[config.mk]
export PLATFORM = sky130hd
export DESIGN_NAME = wdog_timer
export DESIGN_NICKNAME = d
export VERILOG_FILES = /design/src/rtl/wdog_pkg.sv /design/src/rtl/wdog_regs.sv /design/src/rtl/wdog_tick.sv /design/src/rtl/wdog_core.sv /design/src/rtl/wdog_timer.sv
export SDC_FILE = /design/constraint.sdc
export NUM_CORES = 1
export LEC_CHECK = 0
export ABC_CLOCK_PERIOD_IN_PS = 3600
export BUFFER_PORTS_ARGS = -buffer_cell sky130_fd_sc_hd__buf_2
export CAP_MARGIN = 10
export CORE_MARGIN = 3
export CORE_UTILIZATION = 45
export DETAILED_ROUTE_END_ITERATION = 12
export PLACE_DENSITY_LB_ADDON = 0.2
export SLEW_MARGIN = 30
export SYNTH_ARGS = -nofsm -noshare
export SYNTH_HDL_FRONTEND = slang
export SYNTH_SLANG_ARGS = --single-unit
[constraint.sdc]
create_clock -name clk_i -period 3.6 [get_ports clk_i]
set_clock_uncertainty 0.05 [all_clocks]
set_input_delay 0.36 -clock clk_i [delete_from_list [all_inputs] [get_ports clk_i]]
set_output_delay 0.36 -clock clk_i [all_outputs]
set_load 0.05 [all_outputs]
[src/rtl/wdog_pkg.sv]
package wdog_pkg;
    localparam int DATA_W       = 32;
    localparam int ADDR_W       = 8;
    localparam int CNT_W        = 16;
    localparam int PRE_W        = 8;
    localparam int SEL_W        = 2;
    localparam int DIV_LOG2_MIN = 4;
    localparam int DIV_W        = DIV_LOG2_MIN + (1 << SEL_W) - 1;
    localparam int RST_LEN      = 4;
    localparam int RST_CW       = $clog2(RST_LEN + 1);

    localparam logic [ADDR_W-1:0] OFS_CTRL   = 8'h00;
    localparam logic [ADDR_W-1:0] OFS_RELOAD = 8'h04;
    localparam logic [ADDR_W-1:0] OFS_COUNT  = 8'h08;
    localparam logic [ADDR_W-1:0] OFS_STAT   = 8'h0C;

    localparam int RSTEN_BIT = 0;
    localparam int IRQEN_BIT = 2;
    localparam int SEL_LSB   = 3;
    localparam int RUN_BIT   = 5;
    localparam int PRE_LSB   = 8;

    localparam logic [PRE_W-1:0] PRE_INIT   = 8'h80;
    localparam logic [SEL_W-1:0] SEL_INIT   = 2'd3;
    localparam logic [CNT_W-1:0] COUNT_INIT = 16'h8000;

    typedef struct packed {
        logic [PRE_W-1:0] pre;
        logic             run;
        logic [SEL_W-1:0] sel;
        logic             irq_en;
        logic             rst_en;
    } ctrl_t;
endpackage

[src/rtl/wdog_regs.sv]
module wdog_regs
    import wdog_pkg::*;
(
    input  logic              clk_i,
    input  logic              rst_ni,
    input  logic              por_ni,
    input  logic              bus_wr_i,
    input  logic [ADDR_W-1:0] bus_addr_i,
    input  logic [DATA_W-1:0] bus_wdata_i,
    output logic [DATA_W-1:0] bus_rdata_o,
    input  logic [CNT_W-1:0]  cnt_i,
    input  logic              cause_set_i,
    output ctrl_t             ctrl_o,
    output logic [CNT_W-1:0]  reload_o,
    output logic              ctrl_wr_o,
    output logic              cnt_wr_o,
    output logic [CNT_W-1:0]  cnt_wdata_o
);
    typedef struct packed {
        ctrl_t            ctrl;
        logic [CNT_W-1:0] reload;
    } regs_t;

    regs_t regs_d, regs_q;
    logic  cause_d, cause_q;
    logic  stat_wr;

    always_comb begin
        regs_d    = regs_q;
        ctrl_wr_o = bus_wr_i && (bus_addr_i == OFS_CTRL);
        cnt_wr_o  = bus_wr_i && (bus_addr_i == OFS_COUNT);
        stat_wr   = bus_wr_i && (bus_addr_i == OFS_STAT);
        if (ctrl_wr_o) begin
            regs_d.ctrl.rst_en = bus_wdata_i[RSTEN_BIT];
            regs_d.ctrl.irq_en = bus_wdata_i[IRQEN_BIT];
            regs_d.ctrl.sel    = bus_wdata_i[SEL_LSB +: SEL_W];
            regs_d.ctrl.run    = bus_wdata_i[RUN_BIT];
            regs_d.ctrl.pre    = bus_wdata_i[PRE_LSB +: PRE_W];
        end
        if (bus_wr_i && (bus_addr_i == OFS_RELOAD)) begin
            regs_d.reload = bus_wdata_i[CNT_W-1:0];
        end
        cause_d = cause_set_i || (cause_q && !(stat_wr && bus_wdata_i[0]));
    end

    always_ff @(posedge clk_i or negedge rst_ni) begin
        if (!rst_ni) begin
            regs_q.ctrl.pre    <= PRE_INIT;
            regs_q.ctrl.run    <= 1'b0;
            regs_q.ctrl.sel    <= SEL_INIT;
            regs_q.ctrl.irq_en <= 1'b0;
            regs_q.ctrl.rst_en <= 1'b1;
            regs_q.reload      <= COUNT_INIT;
        end else begin
            regs_q <= regs_d;
        end
    end

    always_ff @(posedge clk_i or negedge por_ni) begin
        if (!por_ni) begin
            cause_q <= 1'b0;
        end else begin
            cause_q <= cause_d;
        end
    end

    always_comb begin
        bus_rdata_o = '0;
        unique case (bus_addr_i)
            OFS_CTRL: begin
                bus_rdata_o[RSTEN_BIT]             = regs_q.ctrl.rst_en;
                bus_rdata_o[IRQEN_BIT]             = regs_q.ctrl.irq_en;
                bus_rdata_o[SEL_LSB +: SEL_W]      = regs_q.ctrl.sel;
                bus_rdata_o[RUN_BIT]               = regs_q.ctrl.run;
                bus_rdata_o[PRE_LSB +: PRE_W]      = regs_q.ctrl.pre;
            end
            OFS_RELOAD: bus_rdata_o[CNT_W-1:0] = regs_q.reload;
            OFS_COUNT:  bus_rdata_o[CNT_W-1:0] = cnt_i;
            OFS_STAT:   bus_rdata_o[0]         = cause_q;
            default:    bus_rdata_o            = '0;
        endcase
    end

    assign ctrl_o      = regs_q.ctrl;
    assign reload_o    = regs_q.reload;
    assign cnt_wdata_o = bus_wdata_i[CNT_W-1:0];


    cause_set_chk: assert property (@(posedge clk_i) disable iff (!por_ni)
        cause_set_i |=> cause_q);
endmodule

[src/rtl/wdog_tick.sv]
module wdog_tick
    import wdog_pkg::*;
(
    input  logic             clk_i,
    input  logic             rst_ni,
    input  logic             run_i,
    input  logic             restart_i,
    input  logic [PRE_W-1:0] pre_i,
    input  logic [SEL_W-1:0] sel_i,
    output logic             tick_o
);
    typedef struct packed {
        logic [PRE_W-1:0] pre_cnt;
        logic [DIV_W-1:0] div_cnt;
    } phase_t;

    phase_t           ph_d, ph_q;
    logic             pre_hit;
    logic [DIV_W:0]   one_sh;
    logic [DIV_W-1:0] div_top;

    always_comb begin
        ph_d    = ph_q;
        one_sh  = (DIV_W+1)'(1) << (DIV_LOG2_MIN + int'(sel_i));
        div_top = DIV_W'(one_sh - 1'b1);
        pre_hit = run_i && (ph_q.pre_cnt == pre_i);
        tick_o  = pre_hit && (ph_q.div_cnt == div_top);
        if (restart_i || !run_i) begin
            ph_d = '0;
        end else if (pre_hit) begin
            ph_d.pre_cnt = '0;
            ph_d.div_cnt = tick_o ? '0 : ph_q.div_cnt + 1'b1;
        end else begin
            ph_d.pre_cnt = ph_q.pre_cnt + 1'b1;
        end
    end

    always_ff @(posedge clk_i or negedge rst_ni) begin
        if (!rst_ni) ph_q <= '0;
        else         ph_q <= ph_d;
    end


    no_tick_stopped_chk: assert property (@(posedge clk_i) disable iff (!rst_ni)
        !run_i |-> !tick_o);

    tick_spacing_chk: assert property (@(posedge clk_i) disable iff (!rst_ni)
        tick_o |=> !tick_o);
endmodule

[src/rtl/wdog_core.sv]
module wdog_core
    import wdog_pkg::*;
(
    input  logic             clk_i,
    input  logic             rst_ni,
    input  logic             tick_i,
    input  logic             cnt_wr_i,
    input  logic [CNT_W-1:0] cnt_wdata_i,
    input  logic [CNT_W-1:0] reload_i,
    input  logic             irq_en_i,
    input  logic             rst_en_i,
    output logic [CNT_W-1:0] cnt_o,
    output logic             irq_o,
    output logic             rst_o,
    output logic             cause_set_o
);
    typedef struct packed {
        logic [CNT_W-1:0]  cnt;
        logic              irq;
        logic [RST_CW-1:0] rst_cnt;
    } core_t;

    core_t core_d, core_q;
    logic  expire;

    always_comb begin
        core_d      = core_q;
        expire      = tick_i && !cnt_wr_i && (core_q.cnt == '0);
        cause_set_o = expire && rst_en_i;
        if (cnt_wr_i) begin
            core_d.cnt = cnt_wdata_i;
        end else if (tick_i) begin
            core_d.cnt = (core_q.cnt == '0) ? reload_i : core_q.cnt - 1'b1;
        end
        core_d.irq = expire && irq_en_i;
        if (cause_set_o) begin
            core_d.rst_cnt = RST_CW'(RST_LEN);
        end else if (core_q.rst_cnt != '0) begin
            core_d.rst_cnt = core_q.rst_cnt - 1'b1;
        end
    end

    always_ff @(posedge clk_i or negedge rst_ni) begin
        if (!rst_ni) begin
            core_q.cnt     <= COUNT_INIT;
            core_q.irq     <= 1'b0;
            core_q.rst_cnt <= '0;
        end else begin
            core_q <= core_d;
        end
    end

    assign cnt_o = core_q.cnt;
    assign irq_o = core_q.irq;
    assign rst_o = (core_q.rst_cnt != '0);


    irq_one_shot_chk: assert property (@(posedge clk_i) disable iff (!rst_ni)
        irq_o |=> !irq_o);

    irq_gate_chk: assert property (@(posedge clk_i) disable iff (!rst_ni)
        $rose(irq_o) |-> $past(irq_en_i));

    rst_hold_chk: assert property (@(posedge clk_i) disable iff (!rst_ni)
        $rose(rst_o) |=> rst_o);

    rst_bound_chk: assert property (@(posedge clk_i) disable iff (!rst_ni)
        core_q.rst_cnt <= RST_CW'(RST_LEN));

    cnt_load_chk: assert property (@(posedge clk_i) disable iff (!rst_ni)
        cnt_wr_i |=> cnt_o == $past(cnt_wdata_i));
endmodule

[src/rtl/wdog_timer.sv]
module wdog_timer
    import wdog_pkg::*;
(
    input  logic              clk_i,
    input  logic              rst_ni,
    input  logic              por_ni,
    input  logic              bus_wr_i,
    input  logic [ADDR_W-1:0] bus_addr_i,
    input  logic [DATA_W-1:0] bus_wdata_i,
    output logic [DATA_W-1:0] bus_rdata_o,
    output logic              irq_o,
    output logic              wdt_rst_o
);
    ctrl_t            ctrl;
    logic [CNT_W-1:0] reload;
    logic [CNT_W-1:0] cnt;
    logic [CNT_W-1:0] cnt_wdata;
    logic             ctrl_wr;
    logic             cnt_wr;
    logic             tick;
    logic             cause_set;

    wdog_regs u_regs (
        .clk_i       (clk_i),
        .rst_ni      (rst_ni),
        .por_ni      (por_ni),
        .bus_wr_i    (bus_wr_i),
        .bus_addr_i  (bus_addr_i),
        .bus_wdata_i (bus_wdata_i),
        .bus_rdata_o (bus_rdata_o),
        .cnt_i       (cnt),
        .cause_set_i (cause_set),
        .ctrl_o      (ctrl),
        .reload_o    (reload),
        .ctrl_wr_o   (ctrl_wr),
        .cnt_wr_o    (cnt_wr),
        .cnt_wdata_o (cnt_wdata)
    );

    wdog_tick u_tick (
        .clk_i     (clk_i),
        .rst_ni    (rst_ni),
        .run_i     (ctrl.run),
        .restart_i (ctrl_wr),
        .pre_i     (ctrl.pre),
        .sel_i     (ctrl.sel),
        .tick_o    (tick)
    );

    wdog_core u_core (
        .clk_i       (clk_i),
        .rst_ni      (rst_ni),
        .tick_i      (tick),
        .cnt_wr_i    (cnt_wr),
        .cnt_wdata_i (cnt_wdata),
        .reload_i    (reload),
        .irq_en_i    (ctrl.irq_en),
        .rst_en_i    (ctrl.rst_en),
        .cnt_o       (cnt),
        .irq_o       (irq_o),
        .rst_o       (wdt_rst_o),
        .cause_set_o (cause_set)
    );


    stopped_hold_chk: assert property (@(posedge clk_i) disable iff (!rst_ni)
        (!ctrl.run && !cnt_wr) |=> $stable(cnt));
endmodule

==> impl_metrics.env, run 1 <==
export IMPL_run_status="completed"
export IMPL_drtIter0Drc=204
export IMPL_fin_setup_tns_ns=0
export IMPL_fin_nets=553
export IMPL_tightest_slew_ns=0.870
export IMPL_cts_sinks=65
export IMPL_avgSynthCellArea_um2=8.81
export IMPL_end_kind="output port"
export IMPL_nFillCells=792
export IMPL_layout_drive_gt1_share_pct=20.1
export IMPL_period_share_pct=72.7
export IMPL_synthFlopType="dfrtp_1"
export IMPL_final_max_slew_viol_count=0
export IMPL_r2r_start="u_core.cnt_o[9]"
export IMPL_path_clk_slew_ns=0.08
export IMPL_io_buffers=45
export IMPL_gp_congestion=0.889
export IMPL_finalHoldViolations=0
export IMPL_required_ns=3.19
export IMPL_path_max_fanout=21
export IMPL_r2r_end="u_core.cnt_o[14]"
export IMPL_ir_drop_v=0.000226
export IMPL_hold_slack_ns=0.167
export IMPL_p_leak_nw=2.05
export IMPL_final_common_cell="nand2_1"
export IMPL_synth_xor_area_share_pct=6.73
export IMPL_rows=33
export IMPL_worstPathArrival_ns=2.21
export IMPL_critPathKind="in -> out"
export IMPL_area_growth_pct=11.6
export IMPL_grt_pass1_vias=3191
export IMPL_cts_max_level=3
export IMPL_initial_core_util_pct=47.7
export IMPL_grt_pass1_wl_um=16500
export IMPL_synth_compound_area_share_pct=10.2
export IMPL_timing_fmax_ghz=0.382
export IMPL_drtAntennaViolNets=0
export IMPL_place_area_um2=4300
export IMPL_routed_via_density=5.51
export IMPL_seq_area_frac_synth_pct=40.5
export IMPL_routed_wl_um=10100
export IMPL_die_area_um2=10100
export IMPL_synthMuxAreaShare_pct=11.2
export IMPL_period_minus_slack_ns=2.62
export IMPL_root_buffer="clkbuf_8"
export IMPL_grt_overflow=0
export IMPL_slew_headroom_pct=41.5
export IMPL_firstDrtPassIters=5
export IMPL_synth_yosys_warnings=0
export IMPL_hpwl_um=7160
export IMPL_antenna_cells=0
export IMPL_syn_cell_area_um2=4040
export IMPL_max_cap_viol_count=0
export IMPL_synth_top_family_by_area="simple AND/OR/NAND/NOR gates"
export IMPL_synthCells=458
export IMPL_design_area_um2=4510
export IMPL_setup_ws_ns=0.982
export IMPL_die_y_um=101
export IMPL_postCtsSetupBuffers=0
export IMPL_synth_edff_count=0
export IMPL_routedWlPerCell_um=16.5
export IMPL_total_power_mw=1.58
export IMPL_pwr_density_cell_nw_per_um2=352
export IMPL_r2r_cells=6
export IMPL_rsz0062_at_grt="no"
export IMPL_layout_common_cells="nand2_1 (76), dfrtp_1 (59), nor2_1 (56)"
export IMPL_synthAdderAreaFrac_pct=1.86
export IMPL_insertion_delay_ns=0.35
export IMPL_crit_end="bus_rdata_o[12]"
export IMPL_pre_cts_slack_ns=1.00
export IMPL_num_vias=3375
export IMPL_cts_tree="yes"
export IMPL_grt_usage_pct=21.0
export IMPL_synth_seq_cells=65
export IMPL_cts_made_buffers=9
export IMPL_async_flop_share_pct=100
export IMPL_crit_start="bus_addr_i[3]"
export IMPL_drc=0
export IMPL_multiInputGateArea_um2=2230
export IMPL_ys_types=47
export IMPL_antenna_found_initial=0
export IMPL_clockBufferDepth=2
export IMPL_synth_simple_area_share_pct=23.6
export IMPL_setup_viol=0
export IMPL_hold_class="in -> reg"
export IMPL_pin_count=78
export IMPL_ff2ff_setup_slack_ns=1.07
export IMPL_grt_max_degree=25
export IMPL_coreArea_um2=8460
export IMPL_ff_latch_area_um2=1630
export IMPL_cp_start_kind="primary input"
export IMPL_die_w_um=101
==> cells by family (layout without fill, tap and decap cells) <==
| family | count (synthesis) | count (layout) |
|---|---|---|
| other cells | 1 | 16 |
| compound gates | 71 | 71 |
| mux | 41 | 41 |
| fa+ha+maj | 6 | 6 |
| simple gates | 200 | 200 |
| flops | 65 | 65 |
| buf+inv | 43 | 78 |
| xor+xnor | 31 | 31 |
==> per-layer routing <==
layer	track usage (%)	wire, um
met1	30.4	4880
met4	7.46	206
met5	0	0
met2	29.8	4400
met3	6.02	621
==> synthesized netlist by cell type, types with 3 or more instances <==
library cell  instances  area share [%]
nand2_1              76             7.1
dfrtp_1              59              37
nor2_1               56             5.2
a21oi_1              32             4.0
o21ai_0              26             3.2
mux2i_1              21             5.2
mux2_2               18             5.0
xor2_1               17             3.7
buf_4                16             3.0
nand3_1              16             2.0
clkbuf_1             14             1.3
xnor2_1              14             3.0
nor3_1               10             1.2
and3_1                7             1.1
inv_1                 7            0.65
nand4_1               7             1.1
dfstp_2               6             3.9
ha_1                  6             1.9
buf_2                 5            0.62
nor2b_1               5            0.77
nor4_1                4            0.62
a22oi_1               3            0.56
a31oi_1               3            0.47
==> repair_timing <==
| action | 4_1_cts | 5_1_grt |
|---|---|---|
| endpoints found under the hold margin | 20 | 0 |
| resized for setup | 0 | 0 |
| hold buffers | 2 | 0 |
| endpoints found under the setup margin | 0 | 0 |
==> sequential cells by signal, indices dropped and copies added (netlist names) <==
signal / cells
u_core.core_q: 3
u_regs.reload_o: 16
u_tick.ph_q: 15
u_core.cnt_o: 16
u_regs.ctrl_o: 13
u_core.irq_o: 1
u_regs.cause_q: 1
==> metrics by stage <==
stage	std cells	utilization, %
2_1_floorplan	473	-
3_3_place_gp	595	50.8
3_5_place_dp	595	50.8
4_1_cts	613	53.2
5_1_grt	613	53.2
6_report	613	53.2
==> report_power, final <==
group          leakage (nW)  switching [mW]  internal, mW  total (mW)
Combinational          1.14           0.121        0.0635       0.184
Sequential            0.810          0.0410         0.762       0.802
Clock                0.0941           0.280         0.317       0.598
Total                  2.05           0.442          1.14        1.58
==> final cells by class <==
cell class | count | area share [%]
clock inverter | 4 | 1.00
tap | 105 | 2.92
clock buffer | 12 | 3.00
sequential | 65 | 36.3
multi-input combinational | 365 | 49.5
timing repair buffer | 55 | 6.78
inverter | 7 | 0.583
==> how the worst min path moves through the flow <==
stage	start	to	slack [ns]	cells after the start
floorplan	rst_ni	u_core.cnt_o[0]	0.01	0
global placement	por_ni	u_regs.cause_q	0.08	1
detailed placement	por_ni	u_regs.cause_q	0.09	1
CTS	bus_wdata_i[4]	u_regs.ctrl_o[3]	0.16	3
global route	bus_wdata_i[4]	u_regs.ctrl_o[3]	0.17	3
finish	bus_wdata_i[3]	u_regs.ctrl_o[2]	0.17	3
==> worst max-delay path: stages <==
cell	delay (ns)
buf_2	0.39
nor2b_1	0.62
buf_4	0.33
a21oi_1	0.12
nor2_1	0.10
buf_2	0.28
(Power assumes the default switching activity.)
==> run 2: changes to the inputs <==
- ABC_CLOCK_PERIOD_IN_PS: 3600 -> 2700
- clock period: 3.6 -> 2.7 ns (I/O delays scaled with it)
==> impl_metrics.env, run 2 (synthesis results as in run 1) <==
export IMPL_grt_pass1_vias=3278
export IMPL_final_common_cell="nand2_1"
export IMPL_firstDrtPassIters=4
export IMPL_final_max_slew_viol_count=0
export IMPL_gp_congestion=0.831
export IMPL_pin_count=78
export IMPL_antenna_cells=0
export IMPL_hpwl_um=7340
export IMPL_grt_usage_pct=21.4
export IMPL_postCtsSetupBuffers=0
export IMPL_io_buffers=45
export IMPL_slew_headroom_pct=59.2
export IMPL_cp_num_buf_inv=0
export IMPL_routed_wl_um=10200
export IMPL_root_buffer="clkbuf_8"
export IMPL_worstPathArrival_ns=2.55
export IMPL_area_growth_pct=13.8
export IMPL_multiInputGateArea_um2=2220
export IMPL_r2r_cells=6
export IMPL_end_kind="register"
export IMPL_cpPeakStageDelay_ns=0.57
export IMPL_path_max_fanout=9
export IMPL_die_w_um=101
export IMPL_cts_resized_gates=0
export IMPL_finalHoldViolations=0
export IMPL_ff2ff_setup_slack_ns=0.35
export IMPL_slowest_stage="dfstp_2"
export IMPL_fin_nets=563
export IMPL_cts_made_buffers=9
export IMPL_die_area_um2=10100
export IMPL_fin_setup_tns_ns=0
export IMPL_nFillCells=799
export IMPL_tightest_slew_ns=0.610
export IMPL_period_minus_slack_ns=2.35
export IMPL_drc=0
export IMPL_period_share_pct=87.0
export IMPL_hold_depth=3
export IMPL_drtAntennaViolNets=0
export IMPL_insertion_delay_ns=0.34
export IMPL_crit_chain="xnor2_1 > nand4_1 > nand3b_2 > nor2b_1 > or3_2 > a211oi_1"
export IMPL_rsz0062_at_grt="no"
export IMPL_cts_tree="yes"
export IMPL_run_status="completed"
export IMPL_cts_max_level=3
export IMPL_routedWlPerCell_um=16.4
export IMPL_path_clk_slew_ns=0.07
export IMPL_r2r_start="u_regs.ctrl_o[12]"
export IMPL_total_power_mw=2.16
export IMPL_initial_core_util_pct=47.7
export IMPL_num_vias=3415
export IMPL_die_y_um=101
export IMPL_r2r_end="u_tick.ph_q[4]"
export IMPL_pwr_density_cell_nw_per_um2=470
export IMPL_coreArea_um2=8460
export IMPL_critPathTopFamily="simple AND/OR/NAND/NOR gates"
export IMPL_routed_via_density=5.48
export IMPL_ff_latch_area_um2=1630
export IMPL_grt_max_degree=39
export IMPL_layout_drive_gt1_share_pct=21.6
export IMPL_cts_sinks=65
export IMPL_setup_viol=0
export IMPL_drtIter0Drc=154
export IMPL_antenna_found_initial=0
export IMPL_cp_start_kind="register"
export IMPL_grt_overflow=0
export IMPL_worstHoldEndpoint="u_regs.ctrl_o[2]"
export IMPL_timing_fmax_ghz=0.426
export IMPL_clockBufferDepth=2
export IMPL_layout_common_cells="nand2_1 (76), dfrtp_1 (59), nor2_1 (56)"
export IMPL_min_from="bus_wdata_i[3]"
export IMPL_critPathKind="reg -> reg"
export IMPL_max_cap_viol_count=0
export IMPL_ir_drop_v=0.000298
export IMPL_grt_pass1_wl_um=16900
export IMPL_required_ns=2.90
export IMPL_hold_class="in -> reg"
export IMPL_rows=33
export IMPL_p_leak_nw=2.11
run 2: changes by cell type in the layout (fill, tap and decap cells not counted):
| cell | delta |
|---|---|
| buf_4 | +10 |
| clkbuf_8 | +2 |
| clkbuf_1 | -1 |
| clkinv_2 | -1 |
| nor3_1 | +1 |
| nor3_2 | -1 |
run 2: tightest hold or removal path: stages:
cell     delay [ns]
buf_2          0.11
nand2_1        0.05
nand2_1        0.05
run 2: power breakdown:
group | internal, mW | switching [mW]
clock network | 0.475 | 0.367
registers | 1.02 | 0.0539
logic | 0.0858 | 0.162
run 2: worst max-delay path by stage:
stage                           start             end  cells past startpoint  slack (ns)
finish              u_regs.ctrl_o[12]  u_tick.ph_q[4]                      6        0.35
global route        u_regs.ctrl_o[12]  u_tick.ph_q[4]                      6        0.24
CTS                 u_regs.ctrl_o[12]  u_tick.ph_q[4]                      6        0.33
detailed placement  u_regs.ctrl_o[12]  u_tick.ph_q[4]                      6        0.35
global placement    u_regs.ctrl_o[12]  u_tick.ph_q[4]                      6        0.40
floorplan               bus_addr_i[2]  bus_rdata_o[6]                      5        0.33
run 2: cell type report:
type                            instances  area share (%)
Clock buffer                           13            3.46
Clock inverter                          3           0.871
Inverter                                7           0.572
Multi-Input combinational cell        365            48.4
Sequential cell                        65            35.6
Tap cell                              105            2.86
Timing Repair Buffer                   65            8.28
run 2: timing repair:
item / CTS / global route
endpoints found under the setup margin: 0 / 0
hold buffers: 2 / 0
hold endpoints to repair: 24 / 0
run 2: metal layers:
layer / wire length (um) / GRT usage, % / share of wire (%)
met4: 286 / 8.29 / 2.8
met2: 4510 / 31.1 / 44
met5: 0 / 0 / 0
met3: 640 / 3.60 / 6.3
met1: 4790 / 31.6 / 47
run 2: per-stage QoR:
stage,worst slack (ns),instance area [um2],std cells,util [%],hold WS (ns)
6_report,0.351,4590,623,54.3,0.0903
5_1_grt,0.236,4590,623,54.3,0.0921
4_1_cts,0.331,4590,623,54.3,0.0816
3_5_place_dp,0.347,4380,605,51.7,-0.00364
3_3_place_gp,0.402,4380,605,51.7,-0.00491
2_1_floorplan,0.330,4090,473,-,-0.0756
